`config.mk`:
```
export PLATFORM = sky130hd
export DESIGN_NAME = wdog_timer
export DESIGN_NICKNAME = d
export VERILOG_FILES = /design/src/rtl/wdog_pkg.sv /design/src/rtl/wdog_prescaler.sv /design/src/rtl/wdog_ovf_counter.sv /design/src/rtl/wdog_rst_pulse.sv /design/src/rtl/wdog_timer.sv
export SDC_FILE = /design/constraint.sdc
export NUM_CORES = 1
export LEC_CHECK = 0
export CORE_MARGIN = 3
export CORE_UTILIZATION = 35
export CTS_CLUSTER_DIAMETER = 30
export DETAILED_ROUTE_END_ITERATION = 16
export PLACE_DENSITY = 0.58
export SYNTH_ARGS = -nofsm -noshare
export SYNTH_HDL_FRONTEND = slang
export SYNTH_HIERARCHICAL = 1
export SYNTH_SLANG_ARGS = --single-unit
export TNS_END_PERCENT = 5
```
`constraint.sdc`:
```
create_clock -name clk_i -period 3.11 [get_ports clk_i]
set_clock_uncertainty 0.05 [all_clocks]
set_input_delay 0.622 -clock clk_i [delete_from_list [all_inputs] [get_ports clk_i]]
set_output_delay 0.622 -clock clk_i [all_outputs]
set_load 0.01 [all_outputs]
```
`src/rtl/wdog_pkg.sv`:
```
package wdog_pkg;
  typedef enum logic {
    RATE_SHORT = 1'b0,
    RATE_LONG  = 1'b1
  } rate_e;
endpackage

```
`src/rtl/wdog_prescaler.sv`:
```
module wdog_prescaler #(
  parameter int W         = 12,
  parameter int KEEP_LO   = 4,
  parameter int SHORT_TAP = 7
) (
  input  logic clk_i,
  input  logic rst_ni,
  input  logic en_i,
  input  logic clr_all_i,
  input  logic clr_hi_i,
  input  logic rate_long_i,
  output logic tick_o
);
  localparam int HI_W = W - KEEP_LO;

  logic [W-1:0]       q_q, q_d;
  logic [KEEP_LO-1:0] lo_next;
  logic               tick_short, tick_long;
  wdog_pkg::rate_e    rate;

  assign rate    = wdog_pkg::rate_e'(rate_long_i);
  assign lo_next = q_q[KEEP_LO-1:0] + KEEP_LO'(en_i);

  always_comb begin
    if (clr_all_i)     q_d = '0;
    else if (clr_hi_i) q_d = {{HI_W{1'b0}}, lo_next};
    else if (en_i)     q_d = q_q + W'(1);
    else               q_d = q_q;
  end

  always_ff @(posedge clk_i or negedge rst_ni) begin
    if (!rst_ni) q_q <= '0;
    else         q_q <= q_d;
  end

  // a stop clears the stage that would have carried
  assign tick_short = en_i & ~clr_all_i & (&q_q[SHORT_TAP-1:0]);
  assign tick_long  = en_i & ~clr_all_i & (&q_q);
  assign tick_o     = (rate == wdog_pkg::RATE_LONG) ? tick_long : tick_short;
endmodule

```
`src/rtl/wdog_ovf_counter.sv`:
```
module wdog_ovf_counter #(
  parameter int W = 6
) (
  input  logic clk_i,
  input  logic rst_ni,
  input  logic tick_i,
  input  logic clr_i,
  output logic wrap_o
);
  logic [W-1:0] q_q;

  always_ff @(posedge clk_i or negedge rst_ni) begin
    if (!rst_ni)     q_q <= '0;
    else if (clr_i)  q_q <= '0;
    else if (tick_i) q_q <= q_q + W'(1);
  end

  assign wrap_o = tick_i & (&q_q);
endmodule

```
`src/rtl/wdog_rst_pulse.sv`:
```
module wdog_rst_pulse #(
  parameter int LEN = 32
) (
  input  logic clk_i,
  input  logic rst_ni,
  input  logic start_i,
  output logic active_o
);
  localparam int CW = $clog2(LEN + 1);

  logic [CW-1:0] cnt_q;
  logic          active_q;

  always_ff @(posedge clk_i or negedge rst_ni) begin
    if (!rst_ni) begin
      active_q <= 1'b0;
      cnt_q    <= '0;
    end else if (start_i && !active_q) begin
      active_q <= 1'b1;
      cnt_q    <= CW'(LEN - 1);
    end else if (active_q) begin
      if (cnt_q == '0) active_q <= 1'b0;
      else             cnt_q    <= cnt_q - CW'(1);
    end
  end

  assign active_o = active_q;
endmodule

```
`src/rtl/wdog_timer.sv`:
```
module wdog_timer #(
  parameter int                ADDR_W    = 16,
  parameter logic [ADDR_W-1:0] SVC_ADDR  = '1,
  parameter int                PRESC_W   = 12,
  parameter int                CNT_W     = 6,
  parameter int                KEEP_LO   = 4,
  parameter int                SHORT_TAP = 7,
  parameter int                RST_LEN   = 32
) (
  input  logic              clk_i,
  input  logic              rst_ni,
  input  logic              bus_we_i,
  input  logic [ADDR_W-1:0] bus_addr_i,
  input  logic              rate_long_i,
  input  logic              stop_i,
  input  logic              hv_dis_i,
  input  logic              flag_clr_i,
  output logic              rst_no,
  output logic              cause_o
);
  logic svc, en, tick, wrap, ovf, active, cause_q;

  assign svc = bus_we_i & (bus_addr_i == SVC_ADDR);
  assign en  = ~hv_dis_i & ~active;

  wdog_prescaler #(
    .W         (PRESC_W),
    .KEEP_LO   (KEEP_LO),
    .SHORT_TAP (SHORT_TAP)
  ) i_presc (
    .clk_i       (clk_i),
    .rst_ni      (rst_ni),
    .en_i        (en),
    .clr_all_i   (stop_i | active),
    .clr_hi_i    (svc),
    .rate_long_i (rate_long_i),
    .tick_o      (tick)
  );

  wdog_ovf_counter #(
    .W (CNT_W)
  ) i_cnt (
    .clk_i  (clk_i),
    .rst_ni (rst_ni),
    .tick_i (tick),
    .clr_i  (svc | active),
    .wrap_o (wrap)
  );

  // service in the overflow cycle wins
  assign ovf = wrap & ~svc;

  wdog_rst_pulse #(
    .LEN (RST_LEN)
  ) i_pulse (
    .clk_i    (clk_i),
    .rst_ni   (rst_ni),
    .start_i  (ovf),
    .active_o (active)
  );

  always_ff @(posedge clk_i or negedge rst_ni) begin
    if (!rst_ni)         cause_q <= 1'b0;
    else if (ovf)        cause_q <= 1'b1;
    else if (flag_clr_i) cause_q <= 1'b0;
  end

  assign rst_no  = ~active;
  assign cause_o = cause_q;
endmodule

```
==> impl_metrics.tcl, run 1 <==
set metrics [dict create \
    pre_cts_slack_ns 0.04398 \
    hp-class "register to register" \
    yosysSeqAreaShare 0.4114 \
    die_w_um 73.22 \
    drive_gt1_frac 0.1237 \
    dp.cells 240 \
    port_buffers 24 \
    p_per_area_mw_per_mm2 318.3 \
    die_area_mm2 0.005361 \
    ff2ff_setup_slack_ns 0.56 \
    p_sw_uw 137.4 \
    dpl_cell_area_mm2 0.001917 \
    cts_sinks 26 \
    drc 0 \
    grt-ovfl-total 0 \
    finalHoldWorstSlack_ns 0.4787 \
    die_y_um 73.22 \
    synthCells 163 \
    track_usage 0.1381 \
    final_net_count 224 \
    start_util 0.3790 \
    layout_setup_ws_ns 0.3511 \
    totalWireLength_um 3379 \
    clockPowerShare 0.352 \
    async_flop_share 1.000 \
    fill_cells 384 \
    p_leak_nw 0.7903 \
    grt_pass1_vias 1362 \
    grt_max_degree 27 \
    hold_violations 0 \
    syn_area_mm2 0.001582 \
    first_pass_iters 4 \
    status "complete, no violations" \
    n_antenna_cell 0 \
    start_kind "input port" \
    htreeDepth 1 \
    vdd_drop_max_mv 0.1932 \
    yosys_warnings 6 \
    end_kind "register" \
    cts_setup_buffers 0 \
    seqPwrFrac 0.550 \
    crit_fanout 4 \
    period_needed_ns 2.759 \
    vias 1303 \
    stdcell_area_mm2 0.001972 \
    clk_latency_ns 0.27 \
    post_cts_resized 0 \
    pin_count 25 \
    setup_tns_ns 0 \
    ff2ff_path_depth 9 \
    first_iter_violations 55 \
    drv_slew 0 \
    ys_types 49 \
    cts_buffer_depth 2 \
    cts_tree "done" \
    coreArea_mm2 0.004173 \
    ys.flop_type "dfrtp_1" \
    hpwl_um 2729 \
    internal-power_uw 490.2 \
    max_freq_mhz 362.5 \
    clk_pin_slew_ns 0.09 \
    antenna_found_initial 0 \
    rsz0062_at_grt "false" \
    numCtsBuffers 3 \
    rr_endpoint "i_pulse/cnt_q[0]" \
    power_uw 627.6 \
    area_delta_synth_final_pct 24.68 \
    finalSetupViolations 0 \
    grt_pass1_wl_um 5920 \
    syn_area_per_cell_um2 9.703 \
    wl_per_cell_um 13.85 \
    crit_path_end "i_pulse/cnt_q[0]" \
    worstSetupPathType "input port to register" \
    cts-root-buf "clkbuf_8" \
    cap_violations 0 \
    ctsHoldBuffers 0 \
    ys_ff_latch 26 \
    required_ns 3.28 \
    p_comb_frac 0.098 \
    r2r_start "i_presc/q_q[7]" \
    worstPathArrival_ns 2.93 \
    synth-edff-count 0 \
    post-route-period-util 0.8871 \
    cp-startpoint "hv_dis_i" \
    layoutNonFillerInstCount 244 \
    syn_nets 192 \
    utilization 0.4726 \
    rows 23 \
    vias_per_cell 5.340 \
    worst_pin_slew_ns 0.5069 \
    relSlewSlack 0.6612 \
    netSwitchingFraction 0.2189 \
    gp_congestion 0.8166 \
    ant_nets 0 \
]
==> sequential cells by signal (all words and copies together) (netlist names) <==
name / flops
cause_o: 1
i_cnt/q_q: 6
i_presc/q_q: 12
i_pulse/active_o: 1
i_pulse/cnt_q: 6
==> layer usage <==
layer | GRT usage | vias to the layer above | share of wire | routed length (µm)
li1 | - | 662 | - | -
met1 | 0.1655 | 623 | 0.45 | 1524
met2 | 0.2443 | 16 | 0.51 | 1740
met3 | 0.03444 | 2 | 0.030 | 100
met4 | 0.03484 | 0 | 0.0038 | 13
met5 | 0 | - | 0 | 0
==> cells in the final DEF (no fill, tap or decap), types with 7 or more instances in the layout <==
cell type        instances
clkdlybuf4s50_1         24
buf_4                    8
nand3_1                  8
inv_1                   10
dfrtp_1                 26
nor2_1                  13
nand4_1                  7
a21oi_1                  9
nand2_1                 14
==> final cells by class <==
| type | count | area, µm² | share of cell area |
|---|---|---|---|
| clock buffers | 4 | 55.05 | 0.02792 |
| repair buffers | 32 | 300.3 | 0.1523 |
| flip-flops and latches | 26 | 650.6 | 0.3299 |
| inverters | 10 | 37.54 | 0.01904 |
| multi-input cells | 122 | 865.8 | 0.4391 |
| well taps | 50 | 62.56 | 0.03173 |
==> worst max-delay path, cell delays in order <==
cell and delay, ns:
clkdlybuf4s50_1 0.40, nor2_1 0.27, nand4_4 0.13, a2111oi_1 0.53, nand3_1 0.14, nor2_1 0.18, o21a_1 0.19, nor2_1 0.08
a41oi_2 0.21, mux2_4 0.18
==> synthesized netlist by cell type, drive strengths merged (2+ instances only) <==
| master | number | area share |
|---|---|---|
| dfrtp | 26 | 0.41 |
| or2 | 3 | 0.012 |
| buf | 3 | 0.013 |
| nand3 | 10 | 0.038 |
| nor3 | 2 | 0.0095 |
| mux2 | 3 | 0.024 |
| clkbuf | 2 | 0.0047 |
| nand2b | 2 | 0.0079 |
| o311ai | 2 | 0.016 |
| o21ai | 6 | 0.026 |
| or3 | 7 | 0.031 |
| nor4 | 2 | 0.0079 |
| or4 | 4 | 0.019 |
| nor2 | 13 | 0.031 |
| o31ai | 6 | 0.028 |
| inv | 10 | 0.024 |
| nand2 | 14 | 0.033 |
| ha | 6 | 0.047 |
| nand4 | 10 | 0.057 |
| a21oi | 9 | 0.028 |
| mux2i | 4 | 0.025 |
| xor2 | 4 | 0.022 |
==> how the worst min path moves through the flow <==
stage / depth (start not counted) / startpoint / slack (ns) / endpoint
2_1_floorplan: 0 / rst_ni / 0.28 / cause_o
3_3_place_gp: 1 / cause_o / 0.46 / cause_o
4_1_cts: 2 / i_presc/q_q[11] / 0.49 / i_presc/q_q[11]
5_1_grt: 1 / cause_o / 0.51 / cause_o
6_report: 1 / cause_o / 0.48 / cause_o
3_5_place_dp: 1 / cause_o / 0.46 / cause_o
==> power by group through the flow <==
stage | clock [mW] | sequential, mW | combinational, mW
detailed placement | 0 | 0.352 | 0.0626
CTS | 0.229 | 0.345 | 0.0630
finish | 0.221 | 0.345 | 0.0616
global route | 0.241 | 0.346 | 0.0696
global placement | 0 | 0.352 | 0.0607
floorplan | 0 | 0.351 | 0.0194
==> logic make-up (layout without fill, tap and decap cells) <==
| group | Yosys count | in the layout | share of synthesized area |
|---|---|---|---|
| muxes | 7 | 7 | 0.04905 |
| buffers and inverters | 15 | 46 | 0.04114 |
| xor gates and xnor gates | 5 | 5 | 0.02769 |
| DFF | 26 | 26 | 0.4114 |
| AOI/OAI and AO/OA | 30 | 30 | 0.1432 |
| and+or+nand+nor | 74 | 74 | 0.2801 |
| adders and majority gates | 6 | 6 | 0.04747 |
Note: power is estimated with default switching activity, not from simulation.
==> run 2: changes to the inputs <==
- CTS_BUF_LIST: not set -> sky130_fd_sc_hd__clkbuf_4 sky130_fd_sc_hd__clkbuf_8 sky130_fd_sc_hd__clkbuf_16
==> results of run 2 <==
No change in the layout: final DEF, timing and power equal those of run 1.
==> run 3: changes to the inputs <==
- REMOVE_ABC_BUFFERS: not set -> 1
==> run 3 against run 2 <==
Effect of this change:
- flip-flop and latch count did not move
- maximum frequency rose by 1.3%
- register-to-register slack got worse by 0.05 ns
- hold slack got worse by 0.00086 ns
- combinational power barely moved
- final area fell by 0.38%
- highest routed layer unchanged
==> impl_metrics.tcl, run 3 (synthesis results as in run 1) <==
set metrics [dict create \
    worst_pin_slew_ns 0.4634 \
    period_needed_ns 2.724 \
    gp_congestion 0.8273 \
    clk_latency_ns 0.27 \
    start_util 0.3790 \
    utilization 0.4708 \
    hold_depth 1 \
    ctsHoldBuffers 0 \
    drv_slew 0 \
    drive_gt1_frac 0.1192 \
    coreArea_mm2 0.004173 \
    hpwl_um 2801 \
    start_kind "input port" \
    worstPathArrival_ns 2.88 \
    cap_violations 0 \
    rsz0062_at_grt "false" \
    vias_per_cell 5.473 \
    numCtsBuffers 3 \
    r2r_start "i_pulse/active_o" \
    p_leak_nw 0.7855 \
    ant_nets 0 \
    first_pass_iters 4 \
    p_per_area_mw_per_mm2 319.6 \
    n_antenna_cell 0 \
    hp-start "cause_o" \
    grt-ovfl-total 0 \
    worstSetupPathType "input port to register" \
    hp-class "register to register" \
    cts_setup_buffers 0 \
    stdcell_area_mm2 0.001964 \
    die_y_um 73.22 \
    die_w_um 73.22 \
    required_ns 3.27 \
    rows 23 \
    reg_top3 "i_presc/q_q x12, i_cnt/q_q x6, i_pulse/cnt_q x6" \
    vdd_drop_max_mv 0.1619 \
    pin_count 25 \
    grt_pass1_wl_um 6154 \
    finalSetupViolations 0 \
    top_register "i_presc/q_q" \
    first_iter_violations 36 \
    area_delta_synth_final_pct 24.21 \
    ff2ff_path_depth 9 \
    status "complete, no violations" \
    ff2ff_setup_slack_ns 0.51 \
    cts_tree "done" \
    dpl_cell_area_mm2 0.001909 \
    crit_fanout 9 \
    post-route-period-util 0.8758 \
    final_net_count 223 \
    max_freq_mhz 367.2 \
    track_usage 0.1447 \
    cts-root-buf "clkbuf_8" \
    hold_end "cause_o" \
    drc 0 \
    post_cts_resized 0 \
    final_cell_mix "dfrtp_1, clkdlybuf4s50_1, nand2_1" \
    largest_reg_flops 12 \
    htreeDepth 1 \
    cts_buffer_depth 2 \
    die_area_mm2 0.005361 \
    antenna_found_initial 0 \
    port_buffers 24 \
    relSlewSlack 0.6903 \
    final_common_cell "dfrtp_1" \
    end_kind "register" \
    hold_violations 0 \
    vias 1330 \
    clk_pin_slew_ns 0.09 \
    rr_endpoint "i_pulse/cnt_q[1]" \
    wl_per_cell_um 14.77 \
    totalWireLength_um 3588 \
    cts_sinks 26 \
    grt_max_degree 27 \
    power_uw 627.8 \
    grt_pass1_vias 1384 \
]
[run 3: layout make-up]
type / count / area [µm²]
clock buffers: 4 / 55.05
inverters: 10 / 37.54
well taps: 50 / 62.56
multi-input cells: 122 / 865.8
repair buffers: 31 / 292.8
flip-flops and latches: 26 / 650.6
fillers: 402 / 2208
[run 3: metal layers]
| metal | up-vias | GRT usage | routed length [µm] |
|---|---|---|---|
| met5 | - | 0 | 0 |
| met4 | 0 | 0.03074 | 13 |
| met3 | 2 | 0.02342 | 138 |
| met2 | 22 | 0.2522 | 1755 |
| met1 | 649 | 0.1872 | 1680 |
| li1 | 657 | - | - |
[run 3: power breakdown]
group,switching (mW),internal (mW)
clock,0.107,0.113
combinational,0.0258,0.0360
sequential,0.00553,0.340
[run 3: critical path, cell delays in order]
cell	delay, ns
clkdlybuf4s50_1	0.39
nor2_1	0.21
nand4_4	0.18
a2111oi_1	0.52
nand3_1	0.13
nor2_1	0.15
o21a_1	0.19
nor2_1	0.08
a41oi_2	0.24
o22a_1	0.18
[run 3: worst max-delay path by stage]
stage | startpoint | end | slack, ns
after floorplan | hv_dis_i | i_pulse/cnt_q[0] | -0.12
after global placement | hv_dis_i | i_pulse/cnt_q[0] | 0.17
after detailed placement | hv_dis_i | i_pulse/cnt_q[1] | 0.07
after CTS | hv_dis_i | i_pulse/cnt_q[1] | 0.36
after global routing | hv_dis_i | i_pulse/cnt_q[0] | 0.09
final | hv_dis_i | i_pulse/cnt_q[1] | 0.39
[run 3: per-stage QoR]
stage                     std cells  setup WS (ns)  hold slack, ns  setup TNS (ns)
final                           243         0.3864          0.4778               0
after global routing            243        0.09190          0.5097               0
after CTS                       243         0.3603          0.4832               0
after detailed placement        239        0.07326          0.4585               0
after global placement          239         0.1708          0.4602               0
after floorplan                 158        -0.1176          0.2764         -0.2249
